--- src/rtl/eth_led_pkg.sv ---
package eth_led_pkg;

    localparam int unsigned NUM_LED = 3;
    localparam int unsigned LED_DUP = 0;
    localparam int unsigned LED_LNK = 1;
    localparam int unsigned LED_SPD = 2;

    typedef enum logic [1:0] {
        BL_STEADY = 2'd0,
        BL_DARK   = 2'd1,
        BL_HOLD   = 2'd2
    } blink_st_e;

endpackage

--- src/rtl/led_ms_timebase.sv ---
module led_ms_timebase #(
    parameter int unsigned CLK_PER_MS = 25000
) (
    input  logic clk,
    input  logic rst_n,
    input  logic restart,
    output logic ms_tick
);
    localparam int unsigned CW = (CLK_PER_MS > 1) ? $clog2(CLK_PER_MS) : 1;
    localparam logic [CW-1:0] LAST = CW'(CLK_PER_MS - 1);

    typedef struct packed {
        logic [CW-1:0] cnt;
    } tb_state_t;

    tb_state_t st_d, st_q;

    assign ms_tick = (st_q.cnt == LAST);

    always_comb begin
        st_d = st_q;
        if (restart || ms_tick) begin
            st_d.cnt = '0;
        end else begin
            st_d.cnt = st_q.cnt + CW'(1);
        end
    end

    always_ff @(posedge clk or negedge rst_n) begin
        if (!rst_n) begin
            st_q <= '0;
        end else begin
            st_q <= st_d;
        end
    end

endmodule

--- src/rtl/led_act_blink.sv ---
module led_act_blink
    import eth_led_pkg::*;
#(
    parameter int unsigned BLINK_MS = 80
) (
    input  logic clk,
    input  logic rst_n,
    input  logic link_up,
    input  logic act,
    input  logic ms_tick,
    output logic restart,
    output logic dark
);
    localparam int unsigned MW = $clog2(BLINK_MS + 1);
    localparam logic [MW-1:0] MS_LAST = MW'(BLINK_MS - 1);

    typedef struct packed {
        blink_st_e      st;
        logic           pend;
        logic [MW-1:0]  ms;
    } bl_state_t;

    bl_state_t bl_d, bl_q;
    logic      last_ms;

    assign last_ms = ms_tick && (bl_q.ms == MS_LAST);
    assign dark    = (bl_q.st == BL_DARK);

    always_comb begin
        bl_d    = bl_q;
        restart = 1'b0;
        if (!link_up) begin
            bl_d.st   = BL_STEADY;
            bl_d.pend = 1'b0;
            bl_d.ms   = '0;
        end else begin
            case (bl_q.st)
                BL_STEADY: begin
                    if (act) begin
                        bl_d.st   = BL_DARK;
                        bl_d.pend = 1'b0;
                        bl_d.ms   = '0;
                        restart   = 1'b1;
                    end
                end
                BL_DARK: begin
                    if (act)     bl_d.pend = 1'b1;
                    if (ms_tick) bl_d.ms   = bl_q.ms + MW'(1);
                    if (last_ms) begin
                        bl_d.st = BL_HOLD;
                        bl_d.ms = '0;
                        restart = 1'b1;
                    end
                end
                BL_HOLD: begin
                    if (act)     bl_d.pend = 1'b1;
                    if (ms_tick) bl_d.ms   = bl_q.ms + MW'(1);
                    if (last_ms) begin
                        bl_d.ms   = '0;
                        bl_d.pend = 1'b0;
                        if (bl_q.pend || act) begin
                            bl_d.st = BL_DARK;
                            restart = 1'b1;
                        end else begin
                            bl_d.st = BL_STEADY;
                        end
                    end
                end
                default: begin
                    bl_d.st   = BL_STEADY;
                    bl_d.pend = 1'b0;
                    bl_d.ms   = '0;
                end
            endcase
        end
    end

    always_ff @(posedge clk or negedge rst_n) begin
        if (!rst_n) begin
            bl_q.st   <= BL_STEADY;
            bl_q.pend <= 1'b0;
            bl_q.ms   <= '0;
        end else begin
            bl_q <= bl_d;
        end
    end

endmodule

--- src/rtl/eth_led_drv.sv ---
module eth_led_drv
    import eth_led_pkg::*;
#(
    parameter int unsigned CLK_PER_MS = 25000,
    parameter int unsigned BLINK_MS   = 80
) (
    input  logic         clk,
    input  logic         rst_n,
    input  logic         link_up,
    input  logic         full_duplex,
    input  logic         speed_100,
    input  logic         autoneg_busy,
    input  logic         line_isolate,
    input  logic         tx_activity,
    input  logic         rx_activity,
    input  logic [2:0]   pin_gpio_sel,
    input  logic [2:0]   gpio_level,
    output logic [2:0]   led_pin_n
);
    logic             ms_tick;
    logic             restart;
    logic             dark;
    logic [NUM_LED-1:0] func_n;

    led_ms_timebase #(.CLK_PER_MS(CLK_PER_MS)) u_timebase (
        .clk     (clk),
        .rst_n   (rst_n),
        .restart (restart),
        .ms_tick (ms_tick)
    );

    led_act_blink #(.BLINK_MS(BLINK_MS)) u_blink (
        .clk     (clk),
        .rst_n   (rst_n),
        .link_up (link_up),
        .act     (tx_activity | rx_activity),
        .ms_tick (ms_tick),
        .restart (restart),
        .dark    (dark)
    );

    always_comb begin
        func_n          = '1;
        func_n[LED_DUP] = ~(link_up & full_duplex);
        func_n[LED_LNK] = ~link_up | dark;
        func_n[LED_SPD] = line_isolate | ~(autoneg_busy | (link_up & speed_100));
    end

    for (genvar gi = 0; gi < NUM_LED; gi++) begin : g_pin
        assign led_pin_n[gi] = pin_gpio_sel[gi] ? gpio_level[gi] : func_n[gi];
    end

endmodule

--- config.mk ---
export PLATFORM = sky130hd
export DESIGN_NAME = eth_led_drv
export DESIGN_NICKNAME = d
export VERILOG_FILES = /design/src/rtl/eth_led_pkg.sv /design/src/rtl/led_ms_timebase.sv /design/src/rtl/led_act_blink.sv /design/src/rtl/eth_led_drv.sv
export SDC_FILE = /design/constraint.sdc
export NUM_CORES = 1
export LEC_CHECK = 0
export BUFFER_PORTS_ARGS = -buffer_cell sky130_fd_sc_hd__buf_4
export CELL_PAD_IN_SITES_DETAIL_PLACEMENT = 0
export CELL_PAD_IN_SITES_GLOBAL_PLACEMENT = 1
export CORE_MARGIN = 5
export CORE_UTILIZATION = 29
export CTS_CLUSTER_SIZE = 10
export DETAILED_ROUTE_END_ITERATION = 16
export PLACE_DENSITY_LB_ADDON = 0.05
export SYNTH_ARGS = -nofsm -noshare
export SYNTH_HDL_FRONTEND = slang
export SYNTH_SLANG_ARGS = --single-unit
--- constraint.sdc ---
create_clock -name clk -period 2.2 [get_ports clk]
set_input_delay 0.22 -clock clk [delete_from_list [all_inputs] [get_ports clk]]
set_output_delay 0.22 -clock clk [all_outputs]
set_load 0.005 [all_outputs]
==> results of run 1 <==
[flip-flops by register name, summed over array words and instances, names as in the netlist]
signal and cells:
u_blink.bl_q 10, u_timebase.st_q 15
[area by class of cell]
class	count	area, um^2	share of cell area
clock buffers	3	41.29	0.02316
multi-input cells	115	740.7	0.4154
flip-flops and latches	25	625.6	0.3509
clock inverters	1	5.005	0.002807
inverters	4	15.01	0.008421
well taps	54	67.56	0.03789
repair buffers	37	287.8	0.1614
[layer usage]
layer	share of wire	vias up
li1	-	626
met1	0.45	568
met2	0.51	15
met3	0.034	2
met4	0.0046	0
met5	0	-
[worst max-delay path by stage]
| stage | to | cells past startpoint | slack [ps] |
|---|---|---|---|
| final | u_blink.bl_q[2]$_DFFE_PN0P_ | 5 | -100 |
| after global routing | u_blink.bl_q[2]$_DFFE_PN0P_ | 5 | -150 |
| after CTS | u_blink.bl_q[2]$_DFFE_PN0P_ | 5 | -100 |
| after detailed placement | u_blink.bl_q[4]$_DFFE_PN0P_ | 5 | -70 |
| after global placement | u_blink.bl_q[4]$_DFFE_PN0P_ | 5 | -60 |
| after floorplan | u_blink.bl_q[2]$_DFFE_PN0P_ | 5 | -20 |
[power groups by stage]
| stage | logic [mW] | registers (mW) | clock network, mW |
|---|---|---|---|
| final | 0.165 | 0.517 | 0.277 |
| after detailed placement | 0.166 | 0.526 | 0 |
| after global routing | 0.188 | 0.522 | 0.308 |
| after floorplan | 0.0850 | 0.528 | 0 |
| after CTS | 0.169 | 0.517 | 0.289 |
| after global placement | 0.166 | 0.526 | 0 |
[cells in the mapped netlist, types with 3 or more instances]
| library cell | count |
|---|---|
| o21ai_0 | 6 |
| o31ai_1 | 5 |
| and3_1 | 3 |
| inv_1 | 4 |
| nor2_1 | 17 |
| nand3_1 | 7 |
| a22oi_1 | 7 |
| xor2_1 | 4 |
| dfrtp_1 | 25 |
| nand4_1 | 4 |
| nor3_1 | 4 |
| or4_1 | 5 |
| clkbuf_1 | 5 |
| nand2_1 | 11 |
| or3_1 | 4 |
| xnor2_1 | 6 |
| a21oi_1 | 5 |
[kinds of logic after synthesis]
family,count (synthesis),share of synthesized area
AO/OA/AOI/OAI,32,0.1553
XOR/XNOR,10,0.06283
adder cells (fa/ha/maj),2,0.01795
buffers and inverters,10,0.02782
flip-flops,25,0.4488
multiplexers,2,0.01616
AND/OR/NAND/NOR,69,0.2711
[worst max-delay path, cell delays in order, from the launching register on]
cell	delay (ps)
dfrtp_1	380
or4bb_1	510
or4_1	530
buf_6	170
or4_1	460
a22oi_1	160
[repair_timing]
action / CTS / global route
setup buffers: 0 / 2
endpoints found under the setup margin: 8 / 10
hold buffers: 1 / 0
pin swaps: 0 / 1
gates resized for setup: 3 / 1
hold endpoints to repair: 25 / 0
[stage by stage]
step           utilization  cells  hold WS [ps]  power [mW]
2_1_floorplan            -    150        -75.59      0.6132
3_3_place_gp        0.3621    232         151.7      0.6921
3_5_place_dp        0.3621    232         156.5      0.6925
4_1_cts             0.3757    237         248.0      0.9757
5_1_grt             0.3800    239         249.6       1.018
6_report            0.3800    239         249.3      0.9598
==> impl_metrics.ini, run 1 <==
[timing]
fin_ws_ps = -102.2
finClkSkew_ps = 2.972
fin_crit_ps = 2302
setup-violations-final = 4
rsz0062_at_grt = true
fin_crit_sh = 1.046
tightest_slew_ps = 392.9
finalSetupTns_ps = -200.5
max_slew_margin = 0.7373
hold_viol = 0
final_max_slew_viol_count = 0
fmax_mhz = 434.4

[clock_tree]
clkLatencyLatePin_ps = 270
numClockSinks = 25
cts-root-buf = clkbuf_8
cts_tree = done
htree_levels = 1
cts_made_buffers = 3
ctsLongestPathBuffers = 2
clkTransAtPathRegs_ps = 90

[pwr]
seq_power_share = 0.539
p_int_uw = 704.2
leakagePower_nw = 0.7537
power_density_nw_per_um2 = 538.3
combPwrFrac = 0.172
switching_share = 0.2663
pwr-share-clk = 0.289
ir_worst_vdd_uv = 340.8
switching_power_uw = 255.6

[yosys]
synth_area_leaders = dfrtp_1, nor2_1, a22oi_1, xnor2_1, nand2_1
ys_types = 38
syn_area_um2 = 1394
syn_inst = 150
synth_flop_cell = dfrtp_1
ys_async_sr_fraction = 1.000
synth_edf_count = 0
postSynthAreaPerCell_um2 = 9.292
synth.net_count = 167
synth_seq_cells = 25
synth_top_area_cell = dfrtp_1
synth_seq_area_share = 0.4488
netlist.area_leader.share = 0.4488
ys_warn_count = 0

[routing]
viasPerCell = 5.067
num_vias = 1211
firstDrtPassIters = 4
antenna_left = 0
wirelength_um = 3231
dr.first_iter.drc_count = 47
wl_per_cell_um = 13.52
route.detailed.drc = 0

[critical_path]
r2r_end = u_blink.bl_q[2]$_DFFE_PN0P_
critPathMaxFanout = 14
endpoint_kind = register
crit_start = u_timebase.st_q[11]$_DFF_PN0_
rrSetupSlack_ps = -100
reg2reg_depth = 5
worstPathArrival_ps = 2480
cp_data_required_time_ps = 2380
timing.rr.start = u_timebase.st_q[11]$_DFF_PN0_
start_kind = register
path_class = register to register

[global_route]
antenna_found_initial = 0
grt_max_degree = 26
grt_pass1_vias = 1201
grt_usage = 0.1120
busiest_layer = met2
grt_util_met1 = 0.1409
grt_overflow = 0
grt_use_met3 = 0.02154
grt_pass1_wl_um = 5671
grt_util_met2 = 0.1944

[final_layout]
area_growth_pct = 27.92
layout_commonest_cell = buf_4
drive_gt1_frac = 0.2541
nets = 203
antenna_cells = 0
nFillCells = 511
final_area_um2 = 1783
layout_common_cells = buf_4, dfrtp_1, nor2_1

[hold_path]
hold_path_end = u_blink.bl_q[7]$_DFFE_PN0P_
worstHoldPathCells = 3
worstHoldPathType = input port to register
hold_start = link_up

[place]
post-place-ws_ps = -73.85
hpwl_um = 2399
placement.io_buffers = 17
place.gp.congestion = 0.7570
place_area_um2 = 1699

[status]
violations = setup timing
outcome = finished with violations

[floorplanning]
die_h_um = 79.33
initial_core_util = 0.2971
io_pins = 18
die_w_um = 79.33
dieArea_um2 = 6292
row_count = 25
core_area_um2 = 4692

[job]
maxCapViolations = 0
Note: power is estimated with default switching activity, not from simulation.
==> inputs of run 2 (changes only) <==
- clock period: 2.2 -> 2.3 ns (I/O delays scaled with it)
==> impl_metrics.ini, run 2 (synthesis results as in run 1) <==
[status]
outcome = finished with violations
violations = setup timing

[timing]
fin_ws_ps = -30.59
finClkSkew_ps = 3.095
fmax_mhz = 429.1
final_max_slew_viol_count = 0
rsz0062_at_grt = true
hold_viol = 0
fin_crit_ps = 2331
fin_crit_sh = 1.013
setup-violations-final = 1
tightest_slew_ps = 420.0
max_slew_margin = 0.7192

[final_layout]
largest_registers = u_timebase.st_q (15), u_blink.bl_q (10)
area_growth_pct = 28.37
layout_commonest_cell = buf_4
nets = 201
layout_common_cells = buf_4, dfrtp_1, nor2_1
drive_gt1_frac = 0.2732
antenna_cells = 0
layout.area.seq_um2 = 625.6
multi_input_area_um2 = 773.2
largest_register_ffs = 15
final_area_um2 = 1789
nFillCells = 490
post-route-util = 0.3813
top_register = u_timebase.st_q

[critical_path]
path_class = register to register
timing.rr.start = u_timebase.st_q[8]$_DFF_PN0_
critPathMaxFanout = 6
crit_start = u_timebase.st_q[8]$_DFF_PN0_
worstPathArrival_ps = 2530
endpoint_kind = register
start_kind = register
cp_data_required_time_ps = 2490

[clock_tree]
numClockSinks = 25
clkTransAtPathRegs_ps = 90
ctsLongestPathBuffers = 2
clkLatencyLatePin_ps = 270
cts_made_buffers = 3
htree_levels = 1
cts_tree = done
cts-root-buf = clkbuf_8

[place]
place.gp.congestion = 0.7748
place_area_um2 = 1678
hpwl_um = 2508
placement.io_buffers = 17

[floorplanning]
initial_core_util = 0.2971
die_w_um = 79.33
io_pins = 18
dieArea_um2 = 6292
core_area_um2 = 4692
row_count = 25
die_h_um = 79.33

[global_route]
grt_pass1_vias = 1288
grt_max_degree = 26
grt_pass1_wl_um = 5796
grt_overflow = 0
grt_usage = 0.1144
antenna_found_initial = 0

[hold_path]
hold_start = link_up
worstHoldPathType = input port to register

[pwr]
ir_worst_vdd_uv = 261.9
power_density_nw_per_um2 = 516.0
leakagePower_nw = 0.7464

[routing]
num_vias = 1258
wl_per_cell_um = 15.17
viasPerCell = 5.308
route.detailed.drc = 0
antenna_left = 0
firstDrtPassIters = 4
dr.first_iter.drc_count = 44
wirelength_um = 3595

[job]
maxCapViolations = 0
## run 2: power breakdown
group	switching, mW	internal, mW
Clock	0.146	0.121
Sequential	0.0261	0.472
Combinational	0.0780	0.0798
Total	0.250	0.673
## run 2: final cells by class
type,instances,area share
repair buffers,34,0.1462
well taps,54,0.03776
flip-flops and latches,25,0.3496
clock inverters,1,0.002797
inverters,4,0.008392
clock buffers,3,0.02308
multi-input cells,116,0.4322
## run 2: worst paths after layout
| check | to | slack, ps | depth (start not counted) |
|---|---|---|---|
| worst min-delay path | u_blink.bl_q[7]$_DFFE_PN0P_ | 270 | 3 |
| max in group asynchronous | u_timebase.st_q[0]$_DFF_PN0_ | 1640 | 2 |
| worst max register to register | u_blink.bl_q[4]$_DFFE_PN0P_ | -30 | 4 |
| min in group asynchronous | u_blink.bl_q[5]$_DFFE_PN0P_ | 400 | 2 |
| worst max-delay path | u_blink.bl_q[4]$_DFFE_PN0P_ | -30 | 4 |
| worst min register to register | u_timebase.st_q[0]$_DFF_PN0_ | 470 | 1 |
## run 2: timing repair
item	4_1_cts	5_1_grt
gates cloned	0	1
hold endpoints to repair	25	0
setup buffers	0	2
endpoints found under the setup margin	5	8
hold buffers	1	0
resized for setup	2	8
pin swaps	1	7
## run 2: stage by stage
stage | power (mW) | cells | setup TNS [ps] | hold slack [ps] | setup slack [ps]
2_1_floorplan | 0.5859 | 150 | 0 | -65.59 | 29.83
3_3_place_gp | 0.6600 | 230 | 0 | 160.7 | 3.893
3_5_place_dp | 0.6643 | 230 | -82.40 | 167.1 | -33.13
4_1_cts | 0.9399 | 235 | -140.6 | 255.9 | -42.49
5_1_grt | 0.9771 | 237 | -303.1 | 278.6 | -105.8
6_report | 0.9232 | 237 | -30.59 | 269.2 | -30.59
## run 2: metal layers
| layer | wire, um | vias up | track usage |
|---|---|---|---|
| met5 | 0 | - | 0 |
| met4 | 15 | 0 | 0.01546 |
| met3 | 83 | 2 | 0.02721 |
| met2 | 1887 | 12 | 0.2104 |
| met1 | 1609 | 619 | 0.1374 |
| li1 | - | 625 | - |
## run 2: worst max-delay path: stages (launching register included)
cell     delay (ps)
dfrtp_1         410
or4bb_4         580
or4_4           600
or4_4           530
a22oi_2         130
